==> config.mk <==
export PLATFORM = sky130hd
export DESIGN_NAME = drum_word_timer
export DESIGN_NICKNAME = d
export VERILOG_FILES = /design/src/rtl/drum_timing_pkg.sv /design/src/rtl/drum_bit_counter.sv /design/src/rtl/drum_sector_counter.sv /design/src/rtl/drum_sync_fsm.sv /design/src/rtl/drum_word_timer.sv
export SDC_FILE = /design/constraint.sdc
export NUM_CORES = 1
export LEC_CHECK = 0
export BUFFER_PORTS_ARGS = -buffer_cell sky130_fd_sc_hd__buf_2
export CORE_MARGIN = 2
export CORE_UTILIZATION = 48
export CTS_BUF_LIST = sky130_fd_sc_hd__clkbuf_4
export DETAILED_ROUTE_END_ITERATION = 8
export PLACE_DENSITY = 0.74
export SLEW_MARGIN = 20
export SYNTH_ARGS = -nofsm -noshare
export SYNTH_HDL_FRONTEND = slang
export SYNTH_SLANG_ARGS = --single-unit
export TNS_END_PERCENT = 50
==> constraint.sdc <==
create_clock -name clk -period 1.75 [get_ports clk]
set_input_delay 0 -clock clk [delete_from_list [all_inputs] [get_ports clk]]
set_output_delay 0 -clock clk [all_outputs]
set_load 0.1 [all_outputs]
==> src/rtl/drum_timing_pkg.sv <==
package drum_timing_pkg;
    typedef enum logic [1:0] {
        ST_HUNT = 2'd0,
        ST_LOCK = 2'd1,
        ST_SLIP = 2'd2
    } sync_state_t;
endpackage

==> src/rtl/drum_bit_counter.sv <==
module drum_bit_counter #(
    parameter int SLOT_BITS = 27,
    localparam int BW = $clog2(SLOT_BITS)
) (
    input  logic          clk,
    input  logic          rst_n,
    input  logic          clr,
    output logic [BW-1:0] cnt,
    output logic          at_last
);
    localparam logic [BW-1:0] LAST = BW'(SLOT_BITS - 1);

    assign at_last = (cnt == LAST);

    always_ff @(posedge clk or negedge rst_n) begin
        if (!rst_n)       cnt <= '0;
        else if (clr)     cnt <= '0;
        else if (at_last) cnt <= '0;
        else              cnt <= cnt + 1'b1;
    end
endmodule

==> src/rtl/drum_sector_counter.sv <==
module drum_sector_counter #(
    parameter int SECTORS = 128,
    localparam int SW = $clog2(SECTORS)
) (
    input  logic          clk,
    input  logic          rst_n,
    input  logic          clr,
    input  logic          adv,
    output logic [SW-1:0] cnt,
    output logic          at_last
);
    localparam logic [SW-1:0] LAST = SW'(SECTORS - 1);

    assign at_last = (cnt == LAST);

    always_ff @(posedge clk or negedge rst_n) begin
        if (!rst_n)       cnt <= '0;
        else if (clr)     cnt <= '0;
        else if (adv)     cnt <= at_last ? '0 : cnt + 1'b1;
    end
endmodule

==> src/rtl/drum_sync_fsm.sv <==
module drum_sync_fsm
    import drum_timing_pkg::*;
#(
    parameter int SLOT_BITS = 27,
    parameter int DATA_BITS = 24,
    localparam int BW = $clog2(SLOT_BITS)
) (
    input  logic          clk,
    input  logic          rst_n,
    input  logic          mrst,
    input  logic          rev_mark,
    input  logic [BW-1:0] bit_pos,
    input  logic          bit_last,
    input  logic          sec_last,
    output logic          realign,
    output logic          in_sync,
    output logic          sync_slip,
    output logic          data_slot,
    output logic          timing_slot,
    output logic          word_start,
    output logic          word_end
);
    localparam logic [BW-1:0] FIRST_TIMING = BW'(DATA_BITS);

    sync_state_t state, state_nx;
    logic        rev_end;

    assign rev_end = bit_last && sec_last;

    always_ff @(posedge clk or negedge rst_n) begin
        if (!rst_n) state <= ST_HUNT;
        else        state <= state_nx;
    end

    always_comb begin
        state_nx = state;
        if (mrst) begin
            state_nx = ST_HUNT;
        end else begin
            unique case (state)
                ST_HUNT: if (rev_mark) state_nx = ST_LOCK;
                ST_LOCK: if (rev_mark && !rev_end) state_nx = ST_SLIP;
                ST_SLIP: state_nx = ST_SLIP;
                default: state_nx = ST_HUNT;
            endcase
        end
    end

    always_comb begin
        in_sync     = 1'b0;
        sync_slip   = 1'b0;
        realign     = mrst || rev_mark;
        data_slot   = 1'b0;
        timing_slot = 1'b0;
        word_start  = 1'b0;
        word_end    = 1'b0;
        unique case (state)
            ST_HUNT: realign = 1'b1;
            ST_LOCK, ST_SLIP: begin
                in_sync     = 1'b1;
                sync_slip   = (state == ST_SLIP);
                timing_slot = (bit_pos >= FIRST_TIMING);
                data_slot   = (bit_pos <  FIRST_TIMING);
                word_start  = (bit_pos == '0);
                word_end    = bit_last;
            end
            default: realign = 1'b1;
        endcase
    end
endmodule

==> src/rtl/drum_word_timer.sv <==
module drum_word_timer #(
    parameter int SLOT_BITS = 27,
    parameter int DATA_BITS = 24,
    parameter int SECTORS   = 128,
    localparam int BW = $clog2(SLOT_BITS),
    localparam int SW = $clog2(SECTORS)
) (
    input  logic          clk,
    input  logic          rst_n,
    input  logic          mrst,
    input  logic          rev_mark,
    output logic [BW-1:0] bit_pos,
    output logic [SW-1:0] sector,
    output logic          data_slot,
    output logic          timing_slot,
    output logic          word_start,
    output logic          word_end,
    output logic          in_sync,
    output logic          sync_slip
);
    logic realign, bit_last, sec_last;

    drum_bit_counter #(.SLOT_BITS(SLOT_BITS)) bit_cnt_i (
        .clk(clk), .rst_n(rst_n), .clr(realign),
        .cnt(bit_pos), .at_last(bit_last)
    );

    drum_sector_counter #(.SECTORS(SECTORS)) sec_cnt_i (
        .clk(clk), .rst_n(rst_n), .clr(realign), .adv(bit_last),
        .cnt(sector), .at_last(sec_last)
    );

    drum_sync_fsm #(.SLOT_BITS(SLOT_BITS), .DATA_BITS(DATA_BITS)) fsm_i (
        .clk(clk), .rst_n(rst_n), .mrst(mrst), .rev_mark(rev_mark),
        .bit_pos(bit_pos), .bit_last(bit_last), .sec_last(sec_last),
        .realign(realign), .in_sync(in_sync), .sync_slip(sync_slip),
        .data_slot(data_slot), .timing_slot(timing_slot),
        .word_start(word_start), .word_end(word_end)
    );
endmodule

== Word level (Yosys, flattened, before mapping) ==
Cells that the tools add are included.
Storage, ports and cells
  bits in latches: 0
  input port bits: 4
  memories: 0
  output and inout port bits: 18
  RAM bits: 0
  bits in read-only memories: 0
  bits in registers: 14
  logic and storage cells: 38
Operators by class
  bitwise gates (word level): 0
  div/mod/pow operators: 0
  add/subtract/negate cells: 2
  mux-type cells: 16
  multipliers: 0
  shifts and indexed selects: 0
  $lt $le $gt $ge: 2
  equality and inequality tests: 6
  reduce and logical (&&, ||, !) cells: 9
Operators by type and width (number)
  $mux W7: 3
  $mux W5: 2
  $add A7 B1 Y7 const B: 1
  $eq A7 B7 Y1 const B: 1
  $mux W1: 7
  $mux W2: 3
  $pmux W2 S3: 1
  $add A5 B1 Y5 const B: 1
  $eq A5 B5 Y1 const B: 1
  $ge A5 B5 Y1 const B: 1
  $logic_not A5 Y1: 1
  $lt A5 B5 Y1 const B: 1
  $ne A3 B2 Y1 const B: 1
  $ne A3 B3 Y1 const B: 1
  $eq A2 B1 Y1 const B: 1
  $eq A2 B2 Y1 const B: 1
  $logic_and A1 B1 Y1: 2
  $logic_not A2 Y1: 1
  $reduce_and A2 Y1: 1
  $reduce_bool A2 Y1: 1
  $reduce_or A2 Y1: 1
  $logic_not A1 Y1: 1
  $logic_or A1 B1 Y1: 1

== Depth between registers and ports, before layout ==
Gate-level depths: netlist (run 1).
  depth in word-level cells: 7
  gate-level depth with buffers: 7
  mapped depth without buffers: 6

== Modules after synthesis ==
Synthesis (run 1) repeated with hierarchy kept, for this count alone.
Unflattened totals
  cells, all modules: 81
  area, all modules: 857.1 um^2
By module, submodules not included
  drum_sector_counter: times used 1, cells each 38, area each 367.9 um^2
  drum_bit_counter: times used 1, cells each 22, area each 284.0 um^2
  drum_sync_fsm: times used 1, cells each 21, area each 205.2 um^2

== Least setup slack after synthesis (run 1) ==
No wires, ideal clock.
  kind: register to output
  from: register fsm_i.state[0]
  to: output data_slot
  stages on the path, launching flop included: 4
  buffers on the path: 0
  path slack: -1846 ps
  data arrival time: 3596 ps
  required time: 1750 ps
  cell sequence: dfrtp_1 inv_1 ha_1 a21boi_0
On the way
  longest elaborated chain between the ends: 3
RTL lines
  start, declared: RTL line drum_sync_fsm.sv:25  | sync_state_t state, state_nx;
  start signal, assigned: RTL line drum_sync_fsm.sv:32  | else state <= state_nx;
  $eq A2 B1 Y1 / $eq A2 B2 Y1 (equally long branches): RTL line drum_sync_fsm.sv:57  | unique case (state)
  $reduce_or A2 Y1 *: RTL line drum_sync_fsm.sv:57
  $mux W1 *: RTL line drum_sync_fsm.sv:57
  end, declared: RTL line drum_word_timer.sv:14  | output logic data_slot,
Mark *: on every way between the ends. The rest lies on a longest branch, timed or not.

== Final worst setup path (run 1) ==
  from: register bit_cnt_i.cnt[0]
  to: register fsm_i.state[1]
On the way
  longest elaborated chain between the ends: 6
RTL lines
  start, declared: RTL line drum_bit_counter.sv:8  | output logic [BW-1:0] cnt,
  start signal, assigned: RTL line drum_bit_counter.sv:19  | else cnt <= cnt + 1'b1;
  $eq A5 B5 Y1: RTL line drum_bit_counter.sv:13  | assign at_last = (cnt == LAST);
  $logic_and A1 B1 Y1: RTL line drum_sync_fsm.sv:28  | assign rev_end = bit_last && sec_last;
  $logic_not A1 Y1: RTL line drum_sync_fsm.sv:42  | ST_LOCK: if (rev_mark && !rev_end) state_nx = ST_SLIP;
  $logic_and A1 B1 Y1: RTL line drum_sync_fsm.sv:42
  $ne A3 B2 Y1 (no source line)
  $reduce_and A2 Y1 (no source line)
Every way passes these cells.
A chain may end at the register's enable or synchronous reset.

==> results.txt, run 1 <==
In this run the tightest slew margin relative to its limit is 0.6731. The total vias in the final route came out at 674. The die covers 0.002068 mm². For this block, the initial DRC count from the detailed router was 8.

The initial antenna violation count is 0. The critical path endpoint category is a register. The repair_antennas step left the layout with diodes totalling 0. The signal on the critical path passes through inv_4 > ha_4 > and4b_2 > nand4_4 > or3_1 > a31oi_1. The share of the yosys chip area belonging to registers came out at 0.4242. In this run the number of cells on the critical path is 6. The worst stage delay on the critical path is 0.50 ns.

The total core area came out at 0.001559 mm². The number of distinct library cell variants in the gate-level netlist after synthesis is 29. The cell sitting at the root of the clock tree is a sky130_fd_sc_hd__clkbuf_4. Among all stages on the critical path, the largest delay is contributed by sky130_fd_sc_hd__dfrtp_4. The cell area reported after detailed placement is 0.001027 mm². The number of port buffers is 21. The fraction of synthesized cell area taken by the top area cell type is 0.4242. Setup repair after global routing could not meet its margin everywhere. Along the worst path, the maximum fanout reaches 5.

The end of the worst register-to-register path is fsm_i.state[1]. The fraction of the core area covered by cells at the end of the flow came out at 0.7151. The power density of the placed cells came out at 1179 mW/mm². The first-pass iteration count of the detailed router came out at 4. The startpoint type of the worst setup path is a register.

In the finished design, the share of the clock period the worst path needs comes to 0.9869. The worst register-to-register path has a setup slack of 0.02 ns. The endpoint of the worst setup timing path is fsm_i.state[1]. The weighted congestion reported at the end of routability-driven placement came out at 0.7464. The largest total area in the synthesized netlist belongs to sky130_fd_sc_hd__dfrtp_1. The max-cap violation count came out at 0. Clock tree synthesis found a total of 14 sinks.

The finished layout holds 127 standard cells, fillers aside. Once detail routing completed, the nets flagged for antenna violations numbered 0. 22 I/O pins were placed.

The clock passes through at most 2 buffers. Setup violations remaining at the end of the flow were counted as 0. The start point of the critical path is bit_cnt_i.cnt[0].

The per-cell via count in the routed design is 5.307. The post-route DRC violation count came out at 0. The post-synthesis instance area is 825.8 µm².

The post-placement cell count came out at 119. By startpoint and endpoint, the worst setup path is classified as reg -> reg. The buffer and inverter count on the worst path is 1. The worst supply voltage drop on vdd is 1.049 mV.

The number of slew-limit violations in the final report is 0. The minimum setup slack after placement is -0.009011 ns. For this run the aggregate overflow at the end of global routing stands at 0. The level count of the clock H-tree came out at 1. The total track usage came out at 0.1898.

The height of the die is 45.48 µm. The initialized floorplan defines 14 standard-cell rows. After clock tree synthesis, the clock-pin slew on the worst setup and hold paths is 0.08 ns.

In the post-synthesis netlist, the biggest area contributors are sky130_fd_sc_hd__dfrtp_1 (42%), sky130_fd_sc_hd__ha_1 (11%), sky130_fd_sc_hd__xor2_1 (7.4%). In this run the worst hold path is classified as in -> reg. The number of global-route vias before repair came out at 634.

The final critical-path setup slack is 0.02285 ns. The fraction of layout cells with a size suffix above 1 is 0.4865. The number of fill cells in the layout is 122.

The post-route cell area is 0.001115 mm². The count of endpoints failing hold in the final timing report came out at 0. The run finished with clean final reports. The post-synthesis sequential element count is 14. The detailed placement HPWL is 1346 µm. The static leakage is 0.5226 nW. The startpoint identified for the worst hold timing path is rev_mark. The die outline width is 45.48 µm.

The first global-routing pass estimated 2773 µm of wire. The data arrival time of the critical path came out at 1.91 ns. The post-synthesis net count came out at 92. The top achievable clock speed is 579.0 MHz. The final routed wire length divided by cell count is 13.98 µm. The average instance in the mapped netlist occupies 10.19 µm². The worst register-to-register path begins at bit_cnt_i.cnt[0].

The number of clock buffers added by TritonCTS is 3. The number of cell instances on the worst register-to-register path is 6. The largest clock skew in the final design is 0.005738 ns.

At the worst endpoint, the required time is 1.94 ns. Grouping stages by cell kind, the critical path spends the most delay in simple AND/OR/NAND/NOR gates. The synthesis warning total is 0. The largest net degree at the start of global routing is 15.

Synthesis handed over a netlist of 81 instances. The source-to-sink clock delay at the later pin of the worst-skew pair came out at 0.27 ns. The slew at the pin closest to its max-slew limit is 0.4938 ns. TritonCTS built the clock tree. After the last flow step, the layout net total stands at 123. Relative to the synthesized area, the layout overhead comes to 35.00%.

The clock period minus final worst setup slack is 1.727 ns. The total routed wirelength came out at 1775 µm. The starting density of the core is 0.5297.
[placed cells by master (no fill, tap or decap), drive strengths merged]
master / Yosys / final
buf: 1 / 23
nor2: 14 / 14
dfrtp: 14 / 14
inv: 8 / 8
xor2: 7 / 7
ha: 7 / 7
clkbuf: 1 / 6
nand3: 4 / 4
xnor2: 2 / 2
o2111ai: 2 / 2
dlygate4sd3: 0 / 2
and4b: 2 / 2
and3: 2 / 2
nand4: 2 / 2
or3b: 1 / 1
or2: 1 / 1
and3b: 1 / 1
a21boi: 1 / 1
nand2: 1 / 1
mux2i: 1 / 1
and4: 1 / 1
or2b: 1 / 1
o21a: 1 / 1
a21oi: 1 / 1
o221a: 1 / 1
o211ai: 1 / 1
o31a: 1 / 1
or3: 1 / 1
a31oi: 1 / 1
clkinv: 0 / 1
[report_power, final]
group / internal [W] / total (W) / switching [W]
Clock: 0.0000824 / 0.000185 / 0.000103
Combinational: 0.000188 / 0.000767 / 0.000579
Sequential: 0.000345 / 0.000362 / 0.0000176
Total: 0.000615 / 0.00131 / 0.000699
[cell type report]
type | count | area (µm²) | area share
Multi-Input combinational cell | 57 | 481.7 | 0.4321
Sequential cell | 14 | 369.1 | 0.3311
Timing Repair Buffer | 28 | 185.2 | 0.1661
Inverter | 8 | 32.53 | 0.02918
Clock buffer | 3 | 22.52 | 0.02020
Tap cell | 16 | 20.02 | 0.01796
Clock inverter | 1 | 3.754 | 0.003367
[tightest hold or removal path, cell delays in order]
cell	delay, ns
sky130_fd_sc_hd__buf_2	0.13
sky130_fd_sc_hd__nand3_1	0.07
sky130_fd_sc_hd__a31oi_1	0.09
[per-layer routing]
layer | global-route usage | share of wire | wire, µm | up-vias
met3 | 0.03571 | 0.032 | 57 | 2
li1 | - | - | - | 338
met2 | 0.3352 | 0.53 | 942 | 15
met5 | 0 | 0 | 0 | -
met1 | 0.2275 | 0.43 | 762 | 319
met4 | 0.06471 | 0.0073 | 13 | 0
[cells by family (layout without fill, tap and decap cells)]
kind of cell,Yosys count,after routing,synth area share
and+or+nand+nor,31,31,0.2212
DFF,14,14,0.4242
buffers and inverters,10,40,0.05454
AOI/OAI and AO/OA,9,9,0.08638
xor gates and xnor gates,9,9,0.09546
adders and majority gates,7,7,0.1061
muxes,1,1,0.01212
[how the worst min path moves through the flow]
stage | endpoint | slack (ns) | depth (start not counted)
4_1_cts | fsm_i.state[1] | 0.05 | 3
3_3_place_gp | fsm_i.state[1] | -0.09 | 1
5_1_grt | fsm_i.state[1] | 0.05 | 3
6_report | fsm_i.state[1] | 0.05 | 3
2_1_floorplan | bit_cnt_i.cnt[2] | -0.30 | 0
3_5_place_dp | fsm_i.state[0] | -0.09 | 1
[registers in the layout (all words and copies together) (netlist names)]
name and flops:
fsm_i.state 2, sec_cnt_i.cnt 7, bit_cnt_i.cnt 5
[synthesized netlist by cell type, drive strengths merged]
| cell type | n |
|---|---|
| dfrtp | 14 |
| nor2 | 14 |
| inv | 8 |
| ha | 7 |
| xor2 | 7 |
| nand3 | 4 |
| and3 | 2 |
| and4b | 2 |
| nand4 | 2 |
| o2111ai | 2 |
| xnor2 | 2 |
| a21boi | 1 |
| a21oi | 1 |
| a31oi | 1 |
| and3b | 1 |
| and4 | 1 |
| buf | 1 |
| clkbuf | 1 |
| mux2i | 1 |
| nand2 | 1 |
| o211ai | 1 |
| o21a | 1 |
| o221a | 1 |
| o31a | 1 |
| or2 | 1 |
| or2b | 1 |
| or3 | 1 |
| or3b | 1 |
[through the flow]
step | TNS [ns] | power (W) | hold WS (ns)
after floorplan | -1.476 | 0.001012 | -0.2956
after global placement | 0 | 0.001082 | -0.08950
after detailed placement | -0.009011 | 0.001107 | -0.08796
after CTS | 0 | 0.001304 | 0.04582
after global routing | -0.03343 | 0.001373 | 0.05317
final | 0 | 0.001315 | 0.04814
[timing repair]
action | CTS | global route
endpoints found under the hold margin | 16 | 0
hold buffers | 2 | 0
setup endpoints to repair | 4 | 5
pin swaps | 2 | 4
gates resized for setup | 1 | 7
buffers inserted | 0 | 2
No activity file was read; power rests on OpenSTA's default activity.
==> inputs of run 2 (changes only) <==
- PLACE_DENSITY: 0.74 -> 0.73
- SYNTH_HIERARCHICAL: not set -> 1
==> results.txt, run 2 <==
The register area came out at 356.6 µm² (-3.4%). The clock slew at the register clock pins of the worst setup and hold paths came out at 0.08 ns (about the same). The cell area reported after detailed placement came out at 0.001119 mm² (+8.9%).

The top achievable clock speed came out at 551.4 MHz (-4.8%). The slew at the pin closest to its max-slew limit came to 0.4862 ns (-0.007630 ns). The total vias in the final route is 761 (+13%). STA classifies the critical path endpoint as a primary output. The total routed wirelength is 1869 µm (+5.3%). In the final layout, the registers with the most flip-flops are sec_cnt_i/cnt x7, bit_cnt_i/cnt x5, fsm_i/state x2. The buffer and inverter count on the worst path is 2 (+1). The number of distinct library cell variants in the gate-level netlist after synthesis came to 35 (+21%). The per-cell via count in the routed design was 5.248 (-1.1%). The number of cells in the finished layout apart from fillers came to 145 (+14%). The first-pass GRT wire length is 2967 µm (+7.0%). The starting density of the core was 0.5018 (-0.02786). The power density of the placed cells came out at 1553 mW/mm² (+32%). The number of antenna diodes came out at 0 (unchanged). Setup repair after global routing could not meet its margin everywhere. The weighted congestion reported at the end of routability-driven placement came out at 0.7922 (+6.1%). Among all cell types in the netlist, the one instantiated most often is sky130_fd_sc_hd__dfrtp_1. The setup path with the least slack is of type reg -> out. The cell count after synthesis came out at 81 (unchanged).

The height of the die is 46.26 µm (+1.7%). The minimum setup slack after placement is 0.04064 ns (+0.04965 ns). The first-pass iteration count of the detailed router came to 4 (unchanged). The primary flip-flop cell chosen by synthesis mapping is sky130_fd_sc_hd__dfrtp_1.

The net switching power of the design is 0.001037 W (+48%). The post-route DRC violation count is 0 (unchanged). The fraction of layout cells with a size suffix above 1 came out at 0.5167 (+0.03018). The data arrival time of the critical path is 1.81 ns (-0.10 ns). The final critical-path setup slack came out at -0.06358 ns (-0.08643 ns). The largest clock skew in the final design was 0.005381 ns (-0.0003565 ns). The library cell used most frequently in the layout, excluding fill and tap cells, is sky130_fd_sc_hd__buf_2. In the layout the commonest cells are sky130_fd_sc_hd__buf_2 (19), sky130_fd_sc_hd__buf_4 (13), sky130_fd_sc_hd__dfrtp_1 (9). The share of power burned in combinational logic is 0.712 (+0.128). The antenna violation net count after detailed routing is 0 (unchanged). The number of clock sinks seen by CTS is 14 (unchanged). The site row count is 15 (+1). The level count of the clock H-tree came out at 1 (unchanged). The number of global-route vias before repair came out at 697 (+9.9%).

The mean area per synthesized cell came to 10.58 µm² (+3.8%). The DRC marker count from the first detailed-route iteration is 12 (+4). The max-cap violation count came out at 0 (unchanged). The share of the yosys chip area belonging to registers was 0.4088 (-0.01548). The largest driver fanout on the critical path came to 2 (-3). The root buffer cell is sky130_fd_sc_hd__clkbuf_4. The number of placed I/O pins is 22 (unchanged). The post-synthesis async set-or-reset flop share is 1.000 (unchanged). The number of slew-limit violations in the final report came out at 0 (unchanged). The checks that failed: negative setup slack. The post-route total power came out at 0.001937 W (+47%). The register-to-register setup slack is 0 ns (-0.02 ns). The biggest area contributor in the post-synthesis netlist is sky130_fd_sc_hd__dfrtp_1. The count of final setup violators was 3 (+3). The total negative slack came out at -0.06673 ns (-0.06673 ns).

The worst stage delay on the critical path came out at 0.47 ns (-0.03 ns). The initial antenna violation count is 0 (unchanged). The clock group share of total power is 0.095 (-0.046).

The source-to-sink clock delay at the later pin of the worst-skew pair came out at 0.28 ns (about the same). The detailed placement HPWL came to 1348 µm (+0.16%). The post-synthesis instance area is 857.1 µm² (+3.8%). STA classifies the critical path startpoint as a register. Sorting the synthesized cells by area gives the leading types as sky130_fd_sc_hd__dfrtp_1 (41%), sky130_fd_sc_hd__ha_1 (8.8%), sky130_fd_sc_hd__nor4_4 (5.0%). The commonest cells after synthesis are sky130_fd_sc_hd__dfrtp_1 (14), sky130_fd_sc_hd__ha_1 (6), sky130_fd_sc_hd__a21oi_1 (5), sky130_fd_sc_hd__nand2b_1 (5). The synthesis warning total was 6 (+6). The register with the highest flop count is sec_cnt_i/cnt. The signed area change from the synthesized netlist to the final layout is 45.55%. The count of flip-flops with a built-in enable after synthesis is 0 (unchanged).

The post-synthesis sequential element count is 14 (unchanged). The internal power component is 0.0009000 W (+46%). The worst slew margin relative to its limit is 0.6781 (+0.005052). The area enclosed by the die boundary is 0.002140 mm² (+3.5%). The die outline width came to 46.26 µm (+1.7%). The fraction of power spent switching nets came out at 0.5353 (+0.003404). The endpoint required time on the critical path came out at 1.75 ns (-0.19 ns). The largest net degree at the start of global routing came out at 15 (unchanged). The net count of the finished layout came out at 131 (+6.5%). The number of port buffers came to 21 (unchanged). The total track usage was 0.1997 (+0.009909). The clock tree buffer depth is 2 (unchanged). The count of endpoints failing hold in the final timing report is 0 (unchanged). The sum of overflow across all layers after global routing is 0 (unchanged). The clock period minus final worst setup slack is 1.814 ns (+0.08643 ns). The number of CTS-inserted buffers came out at 3 (unchanged). The post-synthesis net count came out at 91 (-1.1%). The flow ran to the end, but the final reports show violations. The sequential share of power came out at 0.194 (-0.082). The number of flip-flops in the largest register came out at 7 (unchanged).

The post-placement cell count is 132 (+11%). The worst supply voltage drop on vdd came out at 2.568 mV (+140%). The fraction of synthesized cell area taken by the top area cell type came out at 0.4088 (-0.01548). The number of fill cells in the layout is 122 (unchanged). In this design, the largest share of critical-path delay is due to simple AND/OR/NAND/NOR gates. The post-route clock period utilization came out at 1.036 (+0.04939).

The static leakage came out at 0.5655 nW (+8.2%). The post-route cell area came out at 0.001247 mm² (+12%). The worst hold path belongs to the class in -> reg.

The CTS tree is yes. The final routed wire length divided by cell count is 12.89 µm (-7.8%). The combined area of the multi-input logic cells is 548.0 µm² (+14%). Traced cell by cell, the critical path runs through inv_2 > ha_4 > or4b_4 > nor3_4 > buf_12. The total core area came to 0.001708 mm² (+9.6%). The slowest cell on the critical path is sky130_fd_sc_hd__or4b_4.
run 2: path summary, 6_finish.rpt:
| path | startpoint | end | cells after the start |
|---|---|---|---|
| min in group asynchronous | rst_n | sec_cnt_i/cnt[1] | 2 |
| max | fsm_i/state[1] | word_start | 5 |
| max in group asynchronous | rst_n | bit_cnt_i/cnt[3] | 2 |
| min | mrst | fsm_i/state[0] | 3 |
| min reg2reg | sec_cnt_i/cnt[6] | sec_cnt_i/cnt[6] | 2 |
| max reg2reg | fsm_i/state[1] | bit_cnt_i/cnt[4] | 7 |
run 2: cells by family (layout without fill, tap and decap cells):
kind of cell	Yosys count	after routing	share of synthesized area
buffers and inverters	5	44	0.03211
and+or+nand+nor	34	34	0.2890
adders and majority gates	6	6	0.08759
xor gates and xnor gates	3	3	0.03066
AOI/OAI and AO/OA	17	17	0.1285
muxes	2	2	0.02336
DFF	14	14	0.4088
run 2: through the flow:
step | hold WS, ns | util
after floorplan | -0.2956 | -
after global placement | -0.08859 | 0.6549
after detailed placement | -0.08754 | 0.6549
after CTS | 0.01619 | 0.6982
after global routing | 0.03606 | 0.7304
final | 0.01858 | 0.7304
run 2: tightest hold or removal path: stages:
cell and delay, ns:
sky130_fd_sc_hd__buf_2 0.10, sky130_fd_sc_hd__or2b_1 0.09, sky130_fd_sc_hd__mux2i_1 0.06
run 2: repair_timing:
| item | in CTS | in global routing |
|---|---|---|
| gates cloned | 0 | 0 |
| endpoints found under the hold margin | 14 | 0 |
| hold buffers | 1 | 0 |
| setup buffers | 5 | 3 |
| resized for setup | 0 | 5 |
| pin swaps | 3 | 2 |
| endpoints found under the setup margin | 1 | 4 |
run 2: cell type report:
class / instances / share of cell area
clock buffer: 3 / 0.01805
inverter: 3 / 0.009027
tap: 25 / 0.02508
timing repair buffer: 37 / 0.2197
sequential: 14 / 0.2859
clock inverter: 1 / 0.003009
multi-input combinational: 62 / 0.4393
run 2: routing by layer:
| metal | GRT usage | share of wire | vias to the layer above |
|---|---|---|---|
| met4 | 0.06857 | 0.0091 | 0 |
| met5 | 0 | 0 | - |
| li1 | - | - | 374 |
| met2 | 0.3194 | 0.47 | 27 |
| met3 | 0.07059 | 0.057 | 2 |
| met1 | 0.2470 | 0.46 | 358 |
run 2: power by group through the flow:
stage | clock [W] | combinational, W | sequential (W)
after floorplan | 0 | 0.000972 | 0.000442
after global placement | 0 | 0.00122 | 0.000385
after detailed placement | 0 | 0.00123 | 0.000389
after CTS | 0.000189 | 0.00132 | 0.000375
after global routing | 0.000209 | 0.00144 | 0.000378
final | 0.000183 | 0.00138 | 0.000375
==> inputs of run 3 (changes only) <==
- CELL_PAD_IN_SITES_DETAIL_PLACEMENT: not set -> 0
- CELL_PAD_IN_SITES_GLOBAL_PLACEMENT: not set -> 2
- CORE_UTILIZATION: 48 -> 30
==> results.txt, run 3 (synthesized netlist as in run 2, its figures left out) <==
The run finished, with violations left. The final reports fail on negative setup slack. The endpoint required time on the critical path is 1.75 ns (about the same). The data arrival time of the critical path is 1.79 ns (-0.02 ns). The static leakage came to 0.5822 nW (+3.0%). The first-pass GRT wire length was 3374 µm (+14%). The final routed wire length divided by cell count came out at 14.12 µm (+9.6%).

The total routed wirelength came out at 2203 µm (+18%). The clock period minus final worst setup slack is 1.794 ns (-0.01950 ns). The classification of the worst setup path is reg -> out.

The worst setup path is launched from a register. The area enclosed by the die boundary came to 0.003301 mm² (+54%). The fraction of layout cells with a size suffix above 1 is 0.5200 (+0.003333). The slew at the pin closest to its max-slew limit is 0.4861 ns (-0.00002706 ns). The number of antenna diodes came to 0 (unchanged). The count of endpoints failing hold in the final timing report is 0 (unchanged). The startpoint of the lowest-slack register-to-register path is fsm_i/state[1]. In this run the worst setup path terminates at word_start. The length of routed met3 wiring is 45 µm (-58%). The post-placement cell count was 141 (+6.8%).

The total vias in the final route is 778 (+2.2%). The number of placed I/O pins is 22 (unchanged). The largest driver fanout on the critical path came out at 4 (+2). The tree is rooted in a sky130_fd_sc_hd__clkbuf_4. The height of the die is 57.45 µm (+24%). Relative to the synthesized area, the layout overhead comes to 48.03%.

The final-layout worst hold slack is 0.02777 ns (+0.009190 ns). The detailed placement HPWL is 1554 µm (+15%). Counting flops per register, the top entry is sec_cnt_i/cnt. The net switching power of the design came to 0.001048 W (+1.1%).

The highest routing layer actually used is met4. The worst supply voltage drop on vdd was 1.815 mV (-29%). The initial antenna violation count came out at 0 (unchanged).

The total core area came out at 0.002734 mm² (+60%). The routed length on met1 came out at 1047 µm (+21%). The final critical-path setup slack is -0.04408 ns (+0.01950 ns).

The critical path endpoint category is a primary output. The library cell used most frequently in the layout, excluding fill and tap cells, is sky130_fd_sc_hd__buf_2. In the layout the commonest cells are sky130_fd_sc_hd__buf_2 (19), sky130_fd_sc_hd__buf_4 (18), sky130_fd_sc_hd__dfrtp_1 (9). The DRC marker count from the first detailed-route iteration is 19 (+7). The number of slew-limit violations in the final report was 0 (unchanged).

The source-to-sink clock delay at the later pin of the worst-skew pair came to 0.28 ns (about the same). The clock group share of total power came to 0.099 (+0.004). The top achievable clock speed came out at 557.4 MHz (+1.1%).

Tracing the worst setup path back leads to its startpoint at fsm_i/state[1]. The internal power component came out at 0.0009318 W (+3.5%). The fraction of power spent switching nets is 0.5294 (-0.005951). The number of CTS-inserted buffers came out at 3 (unchanged).

The post-route DRC violation count is 0 (unchanged). The worst slew margin relative to its limit came out at 0.6781 (about the same). The max-cap violation count was 0 (unchanged). The sum of overflow across all layers after global routing came out at 0 (unchanged). The count of final setup violators came out at 3 (unchanged).

The net count of the finished layout came out at 136 (+3.8%). The power density of the placed cells came to 1561 mW/mm² (+0.50%). The fraction of the core area covered by cells at the end of the flow is 0.4641 (-0.2663). The share of power burned in combinational logic is 0.714 (+0.002). The level count of the clock H-tree is 1 (unchanged). The clock tree buffer depth came out at 2 (unchanged). The number of cells in the finished layout apart from fillers came out at 156 (+7.6%). The largest net degree at the start of global routing is 15 (unchanged). The clock slew at the register clock pins of the worst setup and hold paths came out at 0.09 ns (about the same). The per-cell via count in the routed design is 4.987 (-5.0%). The largest clock skew in the final design is 0.003744 ns (-0.001638 ns). The starting density of the core came out at 0.3135 (-0.1883). In the final layout, the registers with the most flip-flops are sec_cnt_i/cnt x7, bit_cnt_i/cnt x5, fsm_i/state x2.

The post-route clock period utilization came out at 1.025 (-0.01114). The number of global-route vias before repair came out at 694 (-0.43%). The worst register-to-register path ends at bit_cnt_i/cnt[1]. The number of flip-flops in the largest register came out at 7 (unchanged).

The die outline width came to 57.45 µm (+24%). The CTS tree is yes. The total track usage is 0.1325 (-0.06716).

The sequential share of power is 0.187 (-0.007). The antenna violation net count after detailed routing came to 0 (unchanged). The routed wire length on met2 came out at 1097 µm (+25%). The register-to-register setup slack is -0.02 ns (-0.02 ns). The weighted congestion reported at the end of routability-driven placement was 0.7225 (-8.8%). The number of cell instances on the worst register-to-register path came out at 7 (unchanged). The worst hold path belongs to the class in -> reg.

The number of clock sinks seen by CTS is 14 (unchanged). The number of port buffers is 21 (unchanged). Setup repair after global routing could not meet its margin everywhere. The site row count was 19 (+4). The first-pass iteration count of the detailed router is 3 (-1).
-- run 3: power by group through the flow --
stage	registers, W	clock network [W]	logic [W]
6_report	0.000371	0.000195	0.00141
5_1_grt	0.000376	0.000217	0.00148
4_1_cts	0.000371	0.000201	0.00137
3_5_place_dp	0.000386	0	0.00125
3_3_place_gp	0.000383	0	0.00124
2_1_floorplan	0.000442	0	0.000972
-- run 3: worst min path at each step --
stage,start,to,slack [ns],cells after the start
after floorplan,rst_n,bit_cnt_i/cnt[0],-0.30,0
after global placement,rst_n,sec_cnt_i/cnt[4],-0.08,1
after detailed placement,rst_n,sec_cnt_i/cnt[5],-0.07,1
after CTS,mrst,fsm_i/state[0],0.03,3
after global routing,mrst,fsm_i/state[1],0.03,3
final,mrst,fsm_i/state[1],0.03,3
-- run 3: what timing repair did --
action	CTS	global route
setup endpoints to repair	2	6
setup buffers	6	4
pin swaps	3	2
endpoints found under the hold margin	14	0
hold buffers	1	0
resized for setup	1	3
-- run 3: metrics by stage --
stage	power, W	area (µm²)	setup TNS (ns)	setup slack [ns]
2_1_floorplan	0.001415	915.9	-2.315	-0.4424
3_3_place_gp	0.001621	1149	0	0.08487
3_5_place_dp	0.001633	1149	0	0.03916
4_1_cts	0.001943	1231	-0.05280	-0.05280
5_1_grt	0.002076	1269	-0.5497	-0.1214
6_report	0.001980	1269	-0.08313	-0.04408
-- run 3: cell type report --
type | instances | area [µm²]
Tap cell | 31 | 38.79
Clock inverter | 1 | 3.754
Fill cell | 280 | 1465
Sequential cell | 14 | 356.6
Timing Repair Buffer | 42 | 299.0
Inverter | 3 | 11.26
Clock buffer | 3 | 22.52
Multi-Input combinational cell | 62 | 536.8
-- run 3: per-layer routing --
layer | vias up | global-route usage
li1 | 387 | -
met1 | 384 | 0.1980
met2 | 5 | 0.1948
met3 | 2 | 0.03628
met4 | 0 | 0.01993
met5 | - | 0
-- run 3: critical path: stages (launching register included) --
cell and delay [ns]:
sky130_fd_sc_hd__dfrtp_1 0.37, sky130_fd_sc_hd__inv_2 0.05, sky130_fd_sc_hd__ha_4 0.27, sky130_fd_sc_hd__or4b_4 0.47
sky130_fd_sc_hd__nor3_4 0.16, sky130_fd_sc_hd__buf_12 0.20
